File: config.mk
export PLATFORM = sky130hd
export DESIGN_NAME = sr_delay_driver
export DESIGN_NICKNAME = d
export VERILOG_FILES = /design/src/rtl/sr_drv_pkg.sv /design/src/rtl/sr_zc_qualifier.sv /design/src/rtl/sr_halfper_meter.sv /design/src/rtl/sr_delay_loop.sv /design/src/rtl/sr_gate_timer.sv /design/src/rtl/sr_delay_driver.sv
export SDC_FILE = /design/constraint.sdc
export NUM_CORES = 1
export LEC_CHECK = 0
export BUFFER_PORTS_ARGS = -buffer_cell sky130_fd_sc_hd__buf_2
export CAP_MARGIN = 20
export CORE_UTILIZATION = 37
export CTS_CLUSTER_DIAMETER = 150
export DETAILED_ROUTE_END_ITERATION = 10
export SLEW_MARGIN = 20
export SYNTH_ARGS = -nofsm -noshare
export SYNTH_HDL_FRONTEND = slang
export SYNTH_SLANG_ARGS = --single-unit
File: constraint.sdc
create_clock -name clk -period 3.7 [get_ports clk]
set_input_delay 0.925 -clock clk [delete_from_list [all_inputs] [get_ports clk]]
set_output_delay 0.925 -clock clk [all_outputs]
set_load 0.005 [all_outputs]
File: src/rtl/sr_drv_pkg.sv
package sr_drv_pkg;
   // accepted polarity of the secondary current
   typedef enum logic {
      POL_NEG = 1'b0,
      POL_POS = 1'b1
   } cur_pol_e;
endpackage

File: src/rtl/sr_zc_qualifier.sv
module sr_zc_qualifier
   import sr_drv_pkg::*;
#(
   parameter int SYNC_STAGES = 2,
   parameter int BLANK_W     = 6
) (
   input  logic               clk,
   input  logic               rst_n,
   input  logic               zc_raw,
   input  logic [BLANK_W-1:0] blank_len,
   output cur_pol_e           pol,
   output logic               xing
);
   logic [SYNC_STAGES-1:0] sync_q;
   logic [BLANK_W-1:0]     stab_q;
   logic                   zc_s;

   // synchronizer chain, one flop per stage
   generate
      for (genvar s = 0; s < SYNC_STAGES; s++) begin : g_sync
         if (s == 0) begin : g_first
            always_ff @(posedge clk or negedge rst_n) begin
               if (!rst_n) sync_q[0] <= 1'b0;
               else        sync_q[0] <= zc_raw;
            end
         end else begin : g_next
            always_ff @(posedge clk or negedge rst_n) begin
               if (!rst_n) sync_q[s] <= 1'b0;
               else        sync_q[s] <= sync_q[s-1];
            end
         end
      end
   endgenerate

   assign zc_s = sync_q[SYNC_STAGES-1];

   // blanking: new level must persist blank_len+1 samples
   always_ff @(posedge clk or negedge rst_n) begin
      if (!rst_n) begin
         pol    <= POL_NEG;
         stab_q <= '0;
         xing   <= 1'b0;
      end else begin
         xing <= 1'b0;
         if (zc_s != pol) begin
            if (stab_q == blank_len) begin
               pol    <= cur_pol_e'(zc_s);
               stab_q <= '0;
               xing   <= 1'b1;
            end else begin
               stab_q <= stab_q + 1'b1;
            end
         end else begin
            stab_q <= '0;
         end
      end
   end

   assert_xing_flips_pol_R3: assert property (@(posedge clk) disable iff (!rst_n)
      xing |-> (pol != $past(pol)));
   assert_pol_only_on_xing_R3: assert property (@(posedge clk) disable iff (!rst_n)
      !xing |-> $stable(pol));
endmodule

File: src/rtl/sr_halfper_meter.sv
module sr_halfper_meter #(
   parameter int CNT_W = 16
) (
   input  logic             clk,
   input  logic             rst_n,
   input  logic             enable,
   input  logic             xing,
   output logic [CNT_W-1:0] elapsed,
   output logic             have_ref,
   output logic             armed
);
   localparam logic [CNT_W-1:0] CNT_TOP = '1;

   logic [1:0] nx_q;

   // cycles since previous accepted crossing, saturating
   always_ff @(posedge clk or negedge rst_n) begin
      if (!rst_n)                elapsed <= '0;
      else if (xing)             elapsed <= CNT_W'(1);
      else if (elapsed != CNT_TOP) elapsed <= elapsed + 1'b1;
   end

   // crossings seen since enable, saturating at two
   always_ff @(posedge clk or negedge rst_n) begin
      if (!rst_n)                   nx_q <= 2'd0;
      else if (!enable)             nx_q <= 2'd0;
      else if (xing && nx_q != 2'd2) nx_q <= nx_q + 2'd1;
   end

   assign have_ref = (nx_q != 2'd0);
   assign armed    = (nx_q == 2'd2);

   assert_armed_needs_xing_R2: assert property (@(posedge clk) disable iff (!rst_n)
      $rose(armed) |-> $past(xing));
endmodule

File: src/rtl/sr_delay_loop.sv
module sr_delay_loop #(
   parameter int CNT_W       = 16,
   parameter int ERR_W       = 12,
   parameter int GAIN_SHIFT  = 2,
   parameter int UPD_PERIODS = 4,
   parameter int MAX_DELAY   = 1023
) (
   input  logic                    clk,
   input  logic                    rst_n,
   input  logic                    enable,
   input  logic                    tick,
   input  logic signed [ERR_W-1:0] share_err,
   output logic [CNT_W-1:0]        delay_o
);
   localparam int UPD_XINGS = 2 * UPD_PERIODS;
   localparam int UW        = $clog2(UPD_XINGS + 1);
   localparam int SW        = ((CNT_W > ERR_W) ? CNT_W : ERR_W) + 2;
   localparam logic signed [SW-1:0] MAX_X  = SW'(MAX_DELAY);
   localparam logic [UW-1:0]        UPD_END = UW'(UPD_XINGS - 1);

   logic        [UW-1:0]    ucnt_q;
   logic signed [SW-1:0]    err_x;
   logic signed [SW-1:0]    step;
   logic signed [SW-1:0]    sum;
   logic        [CNT_W-1:0] acc_next;

   assign err_x = {{(SW-ERR_W){share_err[ERR_W-1]}}, share_err};

   // gain variant: plain pass-through or arithmetic shift
   generate
      if (GAIN_SHIFT == 0) begin : g_unity
         assign step = err_x;
      end else begin : g_shift
         assign step = err_x >>> GAIN_SHIFT;
      end
   endgenerate

   assign sum = $signed({{(SW-CNT_W){1'b0}}, delay_o}) + step;

   always_comb begin
      if (sum < 0)          acc_next = '0;
      else if (sum > MAX_X) acc_next = CNT_W'(MAX_DELAY);
      else                  acc_next = sum[CNT_W-1:0];
   end

   always_ff @(posedge clk or negedge rst_n) begin
      if (!rst_n) begin
         ucnt_q  <= '0;
         delay_o <= '0;
      end else if (!enable) begin
         ucnt_q  <= '0;
         delay_o <= '0;
      end else if (tick) begin
         if (ucnt_q == UPD_END) begin
            ucnt_q  <= '0;
            delay_o <= acc_next;
         end else begin
            ucnt_q <= ucnt_q + 1'b1;
         end
      end
   end

   assert_clear_when_off_R1: assert property (@(posedge clk) disable iff (!rst_n)
      !enable |=> (delay_o == '0));
   assert_no_overflow_R7: assert property (@(posedge clk) disable iff (!rst_n)
      delay_o <= CNT_W'(MAX_DELAY));
endmodule

File: src/rtl/sr_gate_timer.sv
module sr_gate_timer
   import sr_drv_pkg::*;
#(
   parameter int CNT_W = 16,
   parameter int GUARD = 8
) (
   input  logic             clk,
   input  logic             rst_n,
   input  logic             enable,
   input  cur_pol_e         pol,
   input  logic             xing,
   input  logic             have_ref,
   input  logic             armed,
   input  logic [CNT_W-1:0] elapsed,
   input  logic [CNT_W-1:0] delay_cmd,
   output logic             gate_pos,
   output logic             gate_neg
);
   localparam logic [CNT_W-1:0] GUARD_C = CNT_W'(GUARD);

   logic [CNT_W-1:0] limit;
   logic [CNT_W-1:0] clamped;
   logic [CNT_W-1:0] hold_q;
   logic             hold_on;
   logic             run;

   // keep the window GUARD cycles clear of the next crossing
   assign limit   = (elapsed > GUARD_C) ? (elapsed - GUARD_C) : '0;
   assign clamped = (delay_cmd < limit) ? delay_cmd : limit;

   always_ff @(posedge clk or negedge rst_n) begin
      if (!rst_n)             hold_q <= '0;
      else if (!enable)       hold_q <= '0;
      else if (xing)          hold_q <= have_ref ? clamped : '0;
      else if (hold_q != '0)  hold_q <= hold_q - 1'b1;
   end

   assign hold_on  = (hold_q != '0);
   assign run      = enable && armed;
   assign gate_pos = run && ((pol == POL_POS) || hold_on);
   assign gate_neg = run && ((pol == POL_NEG) || hold_on);

   assert_window_opens_on_xing_R5: assert property (@(posedge clk) disable iff (!rst_n)
      $rose(gate_pos && gate_neg) |-> $past(xing));
   assert_window_counts_down_R5: assert property (@(posedge clk) disable iff (!rst_n)
      (hold_on && enable) |=> ($past(xing) || hold_q == '0 || hold_q == $past(hold_q) - 1'b1));
endmodule

File: src/rtl/sr_delay_driver.sv
module sr_delay_driver
   import sr_drv_pkg::*;
#(
   parameter int CNT_W       = 16,
   parameter int BLANK_W     = 6,
   parameter int ERR_W       = 12,
   parameter int SYNC_STAGES = 2,
   parameter int GUARD       = 8,
   parameter int GAIN_SHIFT  = 2,
   parameter int UPD_PERIODS = 4,
   parameter int MAX_DELAY   = 1023
) (
   input  logic                    clk,
   input  logic                    rst_n,
   input  logic                    enable,
   input  logic                    zc_in,
   input  logic [BLANK_W-1:0]      blank_len,
   input  logic signed [ERR_W-1:0] share_err,
   output logic                    gate_pos,
   output logic                    gate_neg,
   output logic [CNT_W-1:0]        delay_val
);
   generate
      if (SYNC_STAGES < 2) begin : g_bad_sync
         $error("SYNC_STAGES must be at least 2");
      end
      if (GUARD < 1 || GUARD >= (1 << (CNT_W - 1))) begin : g_bad_guard
         $error("GUARD out of range for CNT_W");
      end
      if (MAX_DELAY < 1 || MAX_DELAY >= (1 << CNT_W)) begin : g_bad_max
         $error("MAX_DELAY must fit in CNT_W bits");
      end
      if (UPD_PERIODS < 1 || GAIN_SHIFT < 0 || GAIN_SHIFT >= ERR_W) begin : g_bad_loop
         $error("loop parameters out of range");
      end
   endgenerate

   cur_pol_e         pol;
   logic             xing;
   logic [CNT_W-1:0] elapsed;
   logic             have_ref;
   logic             armed;

   sr_zc_qualifier #(
      .SYNC_STAGES (SYNC_STAGES),
      .BLANK_W     (BLANK_W)
   ) u_qual (
      .clk       (clk),
      .rst_n     (rst_n),
      .zc_raw    (zc_in),
      .blank_len (blank_len),
      .pol       (pol),
      .xing      (xing)
   );

   sr_halfper_meter #(
      .CNT_W (CNT_W)
   ) u_meter (
      .clk      (clk),
      .rst_n    (rst_n),
      .enable   (enable),
      .xing     (xing),
      .elapsed  (elapsed),
      .have_ref (have_ref),
      .armed    (armed)
   );

   sr_delay_loop #(
      .CNT_W       (CNT_W),
      .ERR_W       (ERR_W),
      .GAIN_SHIFT  (GAIN_SHIFT),
      .UPD_PERIODS (UPD_PERIODS),
      .MAX_DELAY   (MAX_DELAY)
   ) u_loop (
      .clk       (clk),
      .rst_n     (rst_n),
      .enable    (enable),
      .tick      (xing && armed),
      .share_err (share_err),
      .delay_o   (delay_val)
   );

   sr_gate_timer #(
      .CNT_W (CNT_W),
      .GUARD (GUARD)
   ) u_timer (
      .clk       (clk),
      .rst_n     (rst_n),
      .enable    (enable),
      .pol       (pol),
      .xing      (xing),
      .have_ref  (have_ref),
      .armed     (armed),
      .elapsed   (elapsed),
      .delay_cmd (delay_val),
      .gate_pos  (gate_pos),
      .gate_neg  (gate_neg)
   );

   assert_gates_start_on_xing_R2: assert property (@(posedge clk) disable iff (!rst_n)
      $rose(gate_pos || gate_neg) |-> $past(xing));
endmodule

[Yosys cells after proc, flatten, opt, wreduce, memory -nomap -nowiden]
Cells that the tools add are included.
Storage, ports and cells
  flip-flop bits (word level): 64
  logic and storage cells: 66
  memory bits (read-only): 0
  output and inout bits: 18
  memories kept: 0
  latch bits: 0
  RAM bits: 0
Cells by class
  div/mod/pow operators: 0
  $add $sub $neg: 7
  shift-type cells: 0
  $lt $le $gt $ge: 4
  multiplexer cells: 22
  $mul: 0
  bitwise operators: 1
  reductions and logical operators: 12
  equal/unequal tests: 10
Operators by type and width (number)
  2-to-1 mux 16 bit: 13
  adder 17 x 10 -> 18 bit: 1
  > comparator 18 x 11 -> 1 bit, second input constant: 1
  < comparator 18 x 1 -> 1 bit, second input constant: 1
  adder 16 x 1 -> 16 bit, second input constant: 1
  > comparator 16 x 4 -> 1 bit, second input constant: 1
  < comparator 16 bit: 1
  inequality test 16 bit, second input constant: 1
  nonzero test 16 bit: 1
  subtractor 16 x 1 -> 16 bit, second input constant: 1
  subtractor 16 x 4 -> 16 bit, second input constant: 1
  2-to-1 mux 4 bit: 3
  2-to-1 mux 6 bit: 2
  adder 6 x 1 -> 6 bit, second input constant: 1
  equality test 6 bit: 1
  inequality test 2 x 1 -> 1 bit, second input constant: 3
  logical AND 1 bit: 5
  adder 4 x 1 -> 4 bit, second input constant: 1
  equality test 4 x 3 -> 1 bit, second input constant: 1
  2-to-1 mux 2 bit: 2
  AND reduction 2 bit: 2
  nonzero test 2 bit: 2
  inequality test 3 x 1 -> 1 bit, second input constant: 1
  adder 2 x 1 -> 2 bit, second input constant: 1
  other kinds (6): 8

[Logic depth before layout (Yosys ltp)]
Gate-level depths: netlist of run 1.
  depth in word-level cells: 7
  gate-level depth with buffers: 17

[Hierarchy]
A second synthesis of run 1 with hierarchy kept.
Unflattened totals
  cell total of the unflattened synthesis: 585
  area, all modules: 5167.5 um2
Modules (own cells, without submodules)
  sr_gate_timer: area each 1901.8 um2, cells each 235, instances 1
  sr_delay_loop: area each 1771.7 um2, cells each 205, instances 1
  sr_halfper_meter: area each 1028.5 um2, cells each 105, instances 1
  sr_zc_qualifier: area each 459.2 um2, cells each 39, instances 1
  sr_delay_driver: area each 6.3 um2, cells each 1, instances 1

[Worst setup path before layout of run 1]
Ideal clock, no wire load.
  kind: register to register
  start point: register u_meter.elapsed[0]
  end point: register u_timer.hold_q[2]
  stages on the path, launching flop included: 18
  required time: 3558 ps
  buffers on the path: 3
  arrival time: 3563 ps
  slack: -5 ps
  path through: dfrtp_1 inv_1 ha_1 nand2b_1 a2111oi_2 nand3_1 clkbuf_1 nand2_1 ha_1 a21o_1 a21o_1 a21oi_1 o21a_1 clkbuf_1 clkbuf_1 nor3_1 a2111oi_0 o21ai_0
Between the ends
  cells in the longest elaborated chain, start to end: 7
Ends and longest elaborated chain
  start, declared: line sr_halfper_meter.sv:8  | output logic [CNT_W-1:0] elapsed,
  start signal, assigned: line sr_halfper_meter.sv:20  | else if (elapsed != CNT_TOP) elapsed <= elapsed + 1'b1;
  subtractor 16 x 4 -> 16 bit or > comparator 16 x 4 -> 1 bit (tied branches): line sr_gate_timer.sv:28  | assign limit = (elapsed > GUARD_C) ? (elapsed - GUARD_C) : '0;
  2-to-1 mux 16 bit (*): line sr_gate_timer.sv:28
  < comparator 16 bit: line sr_gate_timer.sv:29  | assign clamped = (delay_cmd < limit) ? delay_cmd : limit;
  2-to-1 mux 16 bit (*): line sr_gate_timer.sv:29
  2-to-1 mux 16 bit (*) (2 in series): line sr_gate_timer.sv:34  | else if (xing) hold_q <= have_ref ? clamped : '0;
  2-to-1 mux 16 bit (*): line sr_gate_timer.sv:33  | else if (!enable) hold_q <= '0;
  end signal, assigned: line sr_gate_timer.sv:34
  end signal, assigned: line sr_gate_timer.sv:35  | else if (hold_q != '0) hold_q <= hold_q - 1'b1;
  end, declared: line sr_gate_timer.sv:23  | logic [CNT_W-1:0] hold_q;
Mark *: on every way between the ends. The rest lies on a longest branch, timed or not.
A chain may end at the register's enable or synchronous reset.

[Worst setup path after layout of run 1]
  start point: register u_meter.elapsed[1]
  end point: register u_timer.hold_q[2]
Same word-level chain as after synthesis.

==> metrics, run 1 <==
largest family of logic cells by synthesized area=simple AND/OR/NAND/NOR gates; most common cell after layout, fill and taps aside=nand2_1; hpwl dp=around 9800 um; pin count of the biggest net entering global routing=32; Tightest Hold Check Type=flop to flop; # diodes=0; Clock power frac=0.247; IO buf count=37; Remaining Overflow, GRT=0; sw frac=0.3966; final worst-path cycle share=0.9521; Setup Fix Bufs, Post-CTS=0; Final Skew=~0.0043 ns; Logic pwr share=0.483; WP data arrival=~3.7 ns; min Tclk post-route=about 3.5 ns; initial core utilization=0.3779; Die Area=approximately 14000 um^2; CP endpoint kind=flop; max incr delay on CP=0.41 ns; status=completed; initial drt markers=~340; Syn Area/Cell=about 8.7 um^2; Setup Viol. Count Final=0; Fmax achieved=about 0.28 GHz; max cap viols=0; pwr/cell area=about 620 nW/um^2; setup tns final=0 ns; layout cells sized above 1=0.1713; total CTS buffers=9; CTS tree=done; Synth Area in XOR/XNOR=0.09839; register bit count reported by yosys=between 60 and 70; # DRC=0; leading post-synthesis cells by cell area=dfrtp_1 32%, ha_1 10%, xnor2_1 4.9%; via/cell ratio=roughly 5.6; mux share of post-synthesis cell area=0.01857; Root Buffer=clkbuf_16; IO Pins=40; Primary FF master, synth=dfrtp_1; aggregate routed wire length=~13000 um; Final Hold Fails=0; pre-CTS setup slack=~0.03 ns; Setup WS post-layout=roughly 0.18 ns; Worst-path clk slew=0.06 ns; Rel. slew slack=0.4370; Final Non-Filler Cells=a little over 800; later-pin clock latency in the skew report=~0.33 ns; antenna violations before repair=0; Yosys Warn Count=0; Post-synth ARST share=1.000; IR drop worst, VDD=~0.00027 V; # nets final=approximately 700; via count=roughly 4500; simple-gate share of the synthesized area=0.2292; final core utilization=0.4487; routed len/inst=15.58 um; core region area=13190 um^2; Synth top area share=0.3213; Die Y=~120 um; dominant cell type by area after synthesis=dfrtp_1; DR pass1 iterations=5; placed cells=802; critical path's slowest cell=dfrtp_1; Post-DRT Antenna Nets=0; gr usage total=0.1892; # H-tree levels=3; Max Slew Vio Count=0; die width=118.1 um; post-synthesis adder-cell area fraction=0.1069; Worst path top cell family by delay=compound AO/OA/AOI/OAI gates; FP Rows=between 40 and 50; first-pass GRT wire length=21390 um; Area growth syn-to-layout=18.72%; Worst-Margin Slew=0.8368 ns; number of flops mapped to enable cells by yosys=0; Net Count, Synth=640; routability congestion estimate from global placement=roughly 0.84; WP data required=just under 4 ns; Seq pwr share=0.270; Int Power=around 2.2 mW; Sink Count=between 60 and 70; Pleak=about 2.9 nW; Worst Path Buf+Inv=4; Synth cell types=63; switching power total=1.465 mW; Post-Syn Area=4985 um^2; CP Launch Type=flop; most frequent cells in the layout=64 x nand2_1, 63 x dfrtp_1, 59 x nor2_1, 41 x ha_1, 37 x buf_2; CTS max path bufs=2; vias in the first global route=4386; crit path kind=flop to flop; worst hold slack=between 0.3 and 0.4 ns; Max Fanout on Critical Path=8; Cells after Synth=approximately 580; CP Cell Sequence=inv_1 > ha_1 > nand2b_1 > a2111oi_4 > buf_4 > nor2_1 > mux2_2 > inv_1 > ha_1 > a21o_1 > a21o_1 > a21oi_1 > o21a_2 > buf_4 > nor3_1 > a2111oi_0 > o21ai_0; Synth Area in Compound Gates=0.1860; sequential area share after synthesis=0.3213
## cells by family after synthesis
logic type	after synthesis
compound gates	131
xor+xnor	56
fa+ha+maj	42
buf+inv	45
flops	64
mux	9
simple gates	229
## path summary, 6_finish.rpt
| check | start | end | slack, ns | cells past startpoint |
|---|---|---|---|---|
| setup / recovery | u_meter.elapsed[1] | u_timer.hold_q[2] | 0.18 | 17 |
| hold / removal | u_qual.sync_q[0] | u_qual.zc_s | 0.35 | 0 |
| setup reg to reg | u_meter.elapsed[1] | u_timer.hold_q[2] | 0.18 | 17 |
| hold reg to reg | u_qual.sync_q[0] | u_qual.zc_s | 0.35 | 0 |
| max in group asynchronous | rst_n | u_meter.elapsed[6] | 2.32 | 2 |
| min in group asynchronous | rst_n | u_qual.stab_q[3] | 0.65 | 1 |
## power groups by stage
stage | clock network [mW] | logic (mW) | registers [mW]
2_1_floorplan | 0 | 1.28 | 0.966
3_5_place_dp | 0 | 1.73 | 1.00
6_report | 0.911 | 1.78 | 0.998
4_1_cts | 0.927 | 1.75 | 0.990
5_1_grt | 0.963 | 2.01 | 1.02
3_3_place_gp | 0 | 1.68 | 0.995
## through the flow
stage / cell area [um^2] / power, mW
after global placement: 5545 / 2.676
final: 5918 / 3.694
after detailed placement: 5545 / 2.729
after CTS: 5866 / 3.668
after floorplan: 4986 / 2.242
after global routing: 5918 / 3.997
## cell type report
type | count | area [um^2]
Clock buffer | 9 | 225.2
Clock inverter | 7 | 95.09
Fill cell | 1303 | 7272
Inverter | 22 | 82.58
Multi-Input combinational cell | 467 | 3237
Sequential cell | 64 | 1603
Tap cell | 176 | 220.2
Timing Repair Buffer | 73 | 455.4
## sequential cells by signal, summed over array words and instances (netlist names)
name and count:
u_qual.pol 1, u_qual.zc_s 1, u_qual.sync_q 1, u_qual.xing 1, u_meter.elapsed 16, u_loop.ucnt_q 4, u_loop.delay_o 16, u_timer.hold_q 16
u_meter.nx_q 2, u_qual.stab_q 6
## synthesized netlist by cell type (all sizes together) (3+ instances only)
master	number
nand3	19
nor3	15
mux2i	7
o211ai	3
clkbuf	14
o2bb2ai	3
xor2	28
a21o	14
or2	5
a211o	7
and3	8
nor2b	3
nor4	9
a32oi	10
nor2	59
ha	41
and2	10
dfrtp	64
a221oi	5
or3	7
a21oi	33
nand2	64
a211oi	5
a2111oi	6
or4	6
o21ai	22
xnor2	28
inv	21
buf	9
nor3b	4
nand2b	8
a221o	3
nand4	8
## per-layer routing
metal | vias up | part of all wire | routed length, um | track usage
li1 | 2213 | - | - | -
met3 | 19 | 0.037 | 474 | 0.03779
met1 | 2218 | 0.47 | 5987 | 0.2513
met2 | 92 | 0.47 | 6044 | 0.3063
met5 | - | 0 | 0 | 0
met4 | 0 | 0.019 | 241 | 0.06330
## repair_timing
| item | CTS | global route |
|---|---|---|
| gates resized for setup | 0 | 11 |
| hold buffers | 0 | 0 |
| setup endpoints to repair | 0 | 16 |
| hold endpoints to repair | 0 | 0 |
(Power assumes the default switching activity.)
==> run 2, diff against run 1 <==
- SYNTH_HIERARCHICAL: not set -> 1
==> run 2 against run 1 <==
Against the previous run: total power rose by 12%; wire length up 5.1%; clock skew grew 0.0030 ns; first-iteration DRC count is 24% lower; sequential share of layout area fell by 0.87 points; combinational power up 24%; die area up 3.6%; clock power decreased by 0.7%; register-to-register slack got worse by 0.03 ns; sequential power grew 4%; via count rose by 3.6%.
==> metrics, run 2 <==
Synth top area share=0.3099; hpwl dp=just over 10000 um; Worst-Margin Slew=about 0.82 ns; R2R cell count=11; # nets final=~700; FP Rows=between 40 and 50; CTS tree=done; Setup Fix Bufs, Post-CTS=0; Regs by FF count=u_loop/delay_o: 16 flops, u_meter/elapsed: 16 flops, u_timer/hold_q: 16 flops; Synth cell types=76; WP data arrival=approximately 3.7 ns; sequential area share after synthesis=0.3099; Root Buffer=clkbuf_16; pin count of the biggest net entering global routing=33; number of flops mapped to enable cells by yosys=0; Setup crit end=u_timer/hold_q[4]; Final Skew=0.007317 ns; Sink Count=64; Die Area=14440 um^2; worst hold slack=0.3492 ns; final worst-path cycle share=0.9601; max cap viols=0; Area growth syn-to-layout=18.23%; # DRC=0; IO Pins=40; RR Startpoint=u_meter/elapsed[8]; top layer in use=met4; Setup WS post-layout=roughly 0.15 ns; Post-Syn Area=5167 um^2; FILL cells=1306; CP endpoint kind=flop; initial core utilization=0.3841; Post-DRT Antenna Nets=0; Met1 Wirelength=just over 6000 um; Critical Path Start=u_meter/elapsed[8]; gr usage total=0.1938; reg2reg end=u_timer/hold_q[4]; Syn Area/Cell=between 8 and 9 um^2; routability congestion estimate from global placement=0.8978; layout cells sized above 1=0.1881; Worst-path clk slew=0.05 ns; total CTS buffers=9; # diodes=0; # H-tree levels=3; Sequential Area=1602 um^2; Routed met2 length=between 6000 and 7000 um; antenna violations before repair=1; final core utilization=0.4541; r2r setup slk=between 0.1 and 0.15 ns; register bit count reported by yosys=between 60 and 70; Tightest Hold Check Type=flop to flop; Setup Viol. Count Final=0; WP data required=between 3 and 4 ns; first-pass GRT wire length=between 20000 and 25000 um; Post-synth ARST share=1.000; die width=between 100 and 150 um; Die Y=around 120 um; via/cell ratio=5.670; dominant cell type by area after synthesis=dfrtp_1; Net Count, Synth=between 600 and 700; IR drop worst, VDD=between 0.0002 and 0.0003 V; min Tclk post-route=3.552 ns; dpl cell area=between 5000 and 6000 um^2; aggregate routed wire length=~13000 um; DR pass1 iterations=4; Pleak=between 2 and 3 nW; initial drt markers=roughly 260; Cells after Synth=585; pwr/cell area=679.6 nW/um^2; Final Hold Fails=0; Remaining Overflow, GRT=0; multi-input logic area=about 3400 um^2; status=completed; most frequent cells in the layout=64 x nand2_1, 64 x dfrtp_1, 48 x nor2_1, 39 x ha_1, 37 x buf_2; CTS max path bufs=2; RSZ-0062 raised after global routing=false; Primary FF master, synth=dfrtp_1; Fmax achieved=about 0.28 GHz; cell area after layout=6110 um^2; later-pin clock latency in the skew report=between 0.3 and 0.4 ns; Yosys Warn Count=6; leading post-synthesis cells by cell area=dfrtp_1 31%, ha_1 9.4%, xnor2_1 4.7%; Max Fanout on Critical Path=17; via count=approximately 4700; IO buf count=37; core region area=13450 um^2; Synth top cells by count=64 x dfrtp_1, 64 x nand2_1, 48 x nor2_1, 39 x ha_1, 28 x xnor2_1; pre-CTS setup slack=-0.1226 ns; Max Slew Vio Count=0; Rel. slew slack=0.4477; vias in the first global route=roughly 4500; CP Launch Type=flop; met3 routed WL=682 um; routed len/inst=16.15 um; crit path kind=flop to flop
## run 2: cell types whose count changed in the layout (fill, tap and decap cells not counted), moves of 8 or more
cell,previous run,this run
nor2_1,59,48
a21oi_1,32,24
a32oi_1,10,0
o2111ai_1,1,17
a21o_1,14,6
nor2b_1,3,13
nand3_1,18,27
xor2_1,28,18
o211ai_1,3,18
## run 2: where the power goes
part,switching [mW],internal [mW],total (mW)
logic,1.29,0.924,2.21
registers,0.189,0.847,1.04
clock network,0.302,0.603,0.905
total,1.78,2.37,4.15
## run 2: cell families (layout without fill, tap and decap cells)
kind of cell,Yosys count,after routing,synth area share
AO/OA/AOI/OAI,135,135,0.2000
adder cells (fa/ha/maj),40,40,0.09831
flip-flops,64,64,0.3099
AND/OR/NAND/NOR,253,253,0.2617
XOR/XNOR,46,46,0.07797
buffers and inverters,37,106,0.03051
multiplexers,10,10,0.02155
## run 2: layout make-up
cell class                 count  share of cell area
tap                          176             0.03604
inverter                      17             0.01044
clock buffer                  10             0.03912
timing repair buffer          74             0.07987
sequential                    64              0.2621
clock inverter                 5             0.01331
multi-input combinational    484              0.5591
## run 2: how the worst min path moves through the flow
stage	from	endpoint	slack [ns]	cells after the start
6_report	u_qual/sync_q[0]	u_qual/zc_s	0.35	0
5_1_grt	u_qual/sync_q[0]	u_qual/zc_s	0.37	0
4_1_cts	u_qual/sync_q[0]	u_qual/zc_s	0.35	0
3_5_place_dp	u_qual/sync_q[0]	u_qual/zc_s	0.34	0
3_3_place_gp	u_qual/sync_q[0]	u_qual/zc_s	0.34	0
2_1_floorplan	u_qual/sync_q[0]	u_qual/zc_s	0.33	0
## run 2: what timing repair did
action	4_1_cts	5_1_grt
setup endpoints to repair	0	15
resized for setup	0	2
hold buffers	0	0
## run 2: worst max-delay path, cell delays in order, from the launching register on
cell,delay [ns]
dfrtp_1,0.38
or4_1,0.72
nor3_1,0.32
xor2_1,0.38
nand2_1,0.10
ha_1,0.30
a21oi_1,0.15
o21ai_0,0.13
a221oi_2,0.35
buf_12,0.19
o21a_4,0.23
o211ai_1,0.15
## run 2: per-stage QoR
step,power [mW],TNS (ns),instances
3_3_place_gp,3.141,-0.1704,815
4_1_cts,4.150,0,830
2_1_floorplan,2.605,0,585
3_5_place_dp,3.217,-0.5645,815
5_1_grt,4.478,0,830
6_report,4.152,0,830
## run 2: metal layers
metal	vias to the layer above	GRT usage
li1	2306	-
met1	2263	0.2514
met2	118	0.3111
met3	19	0.03679
met4	0	0.08906
met5	-	0
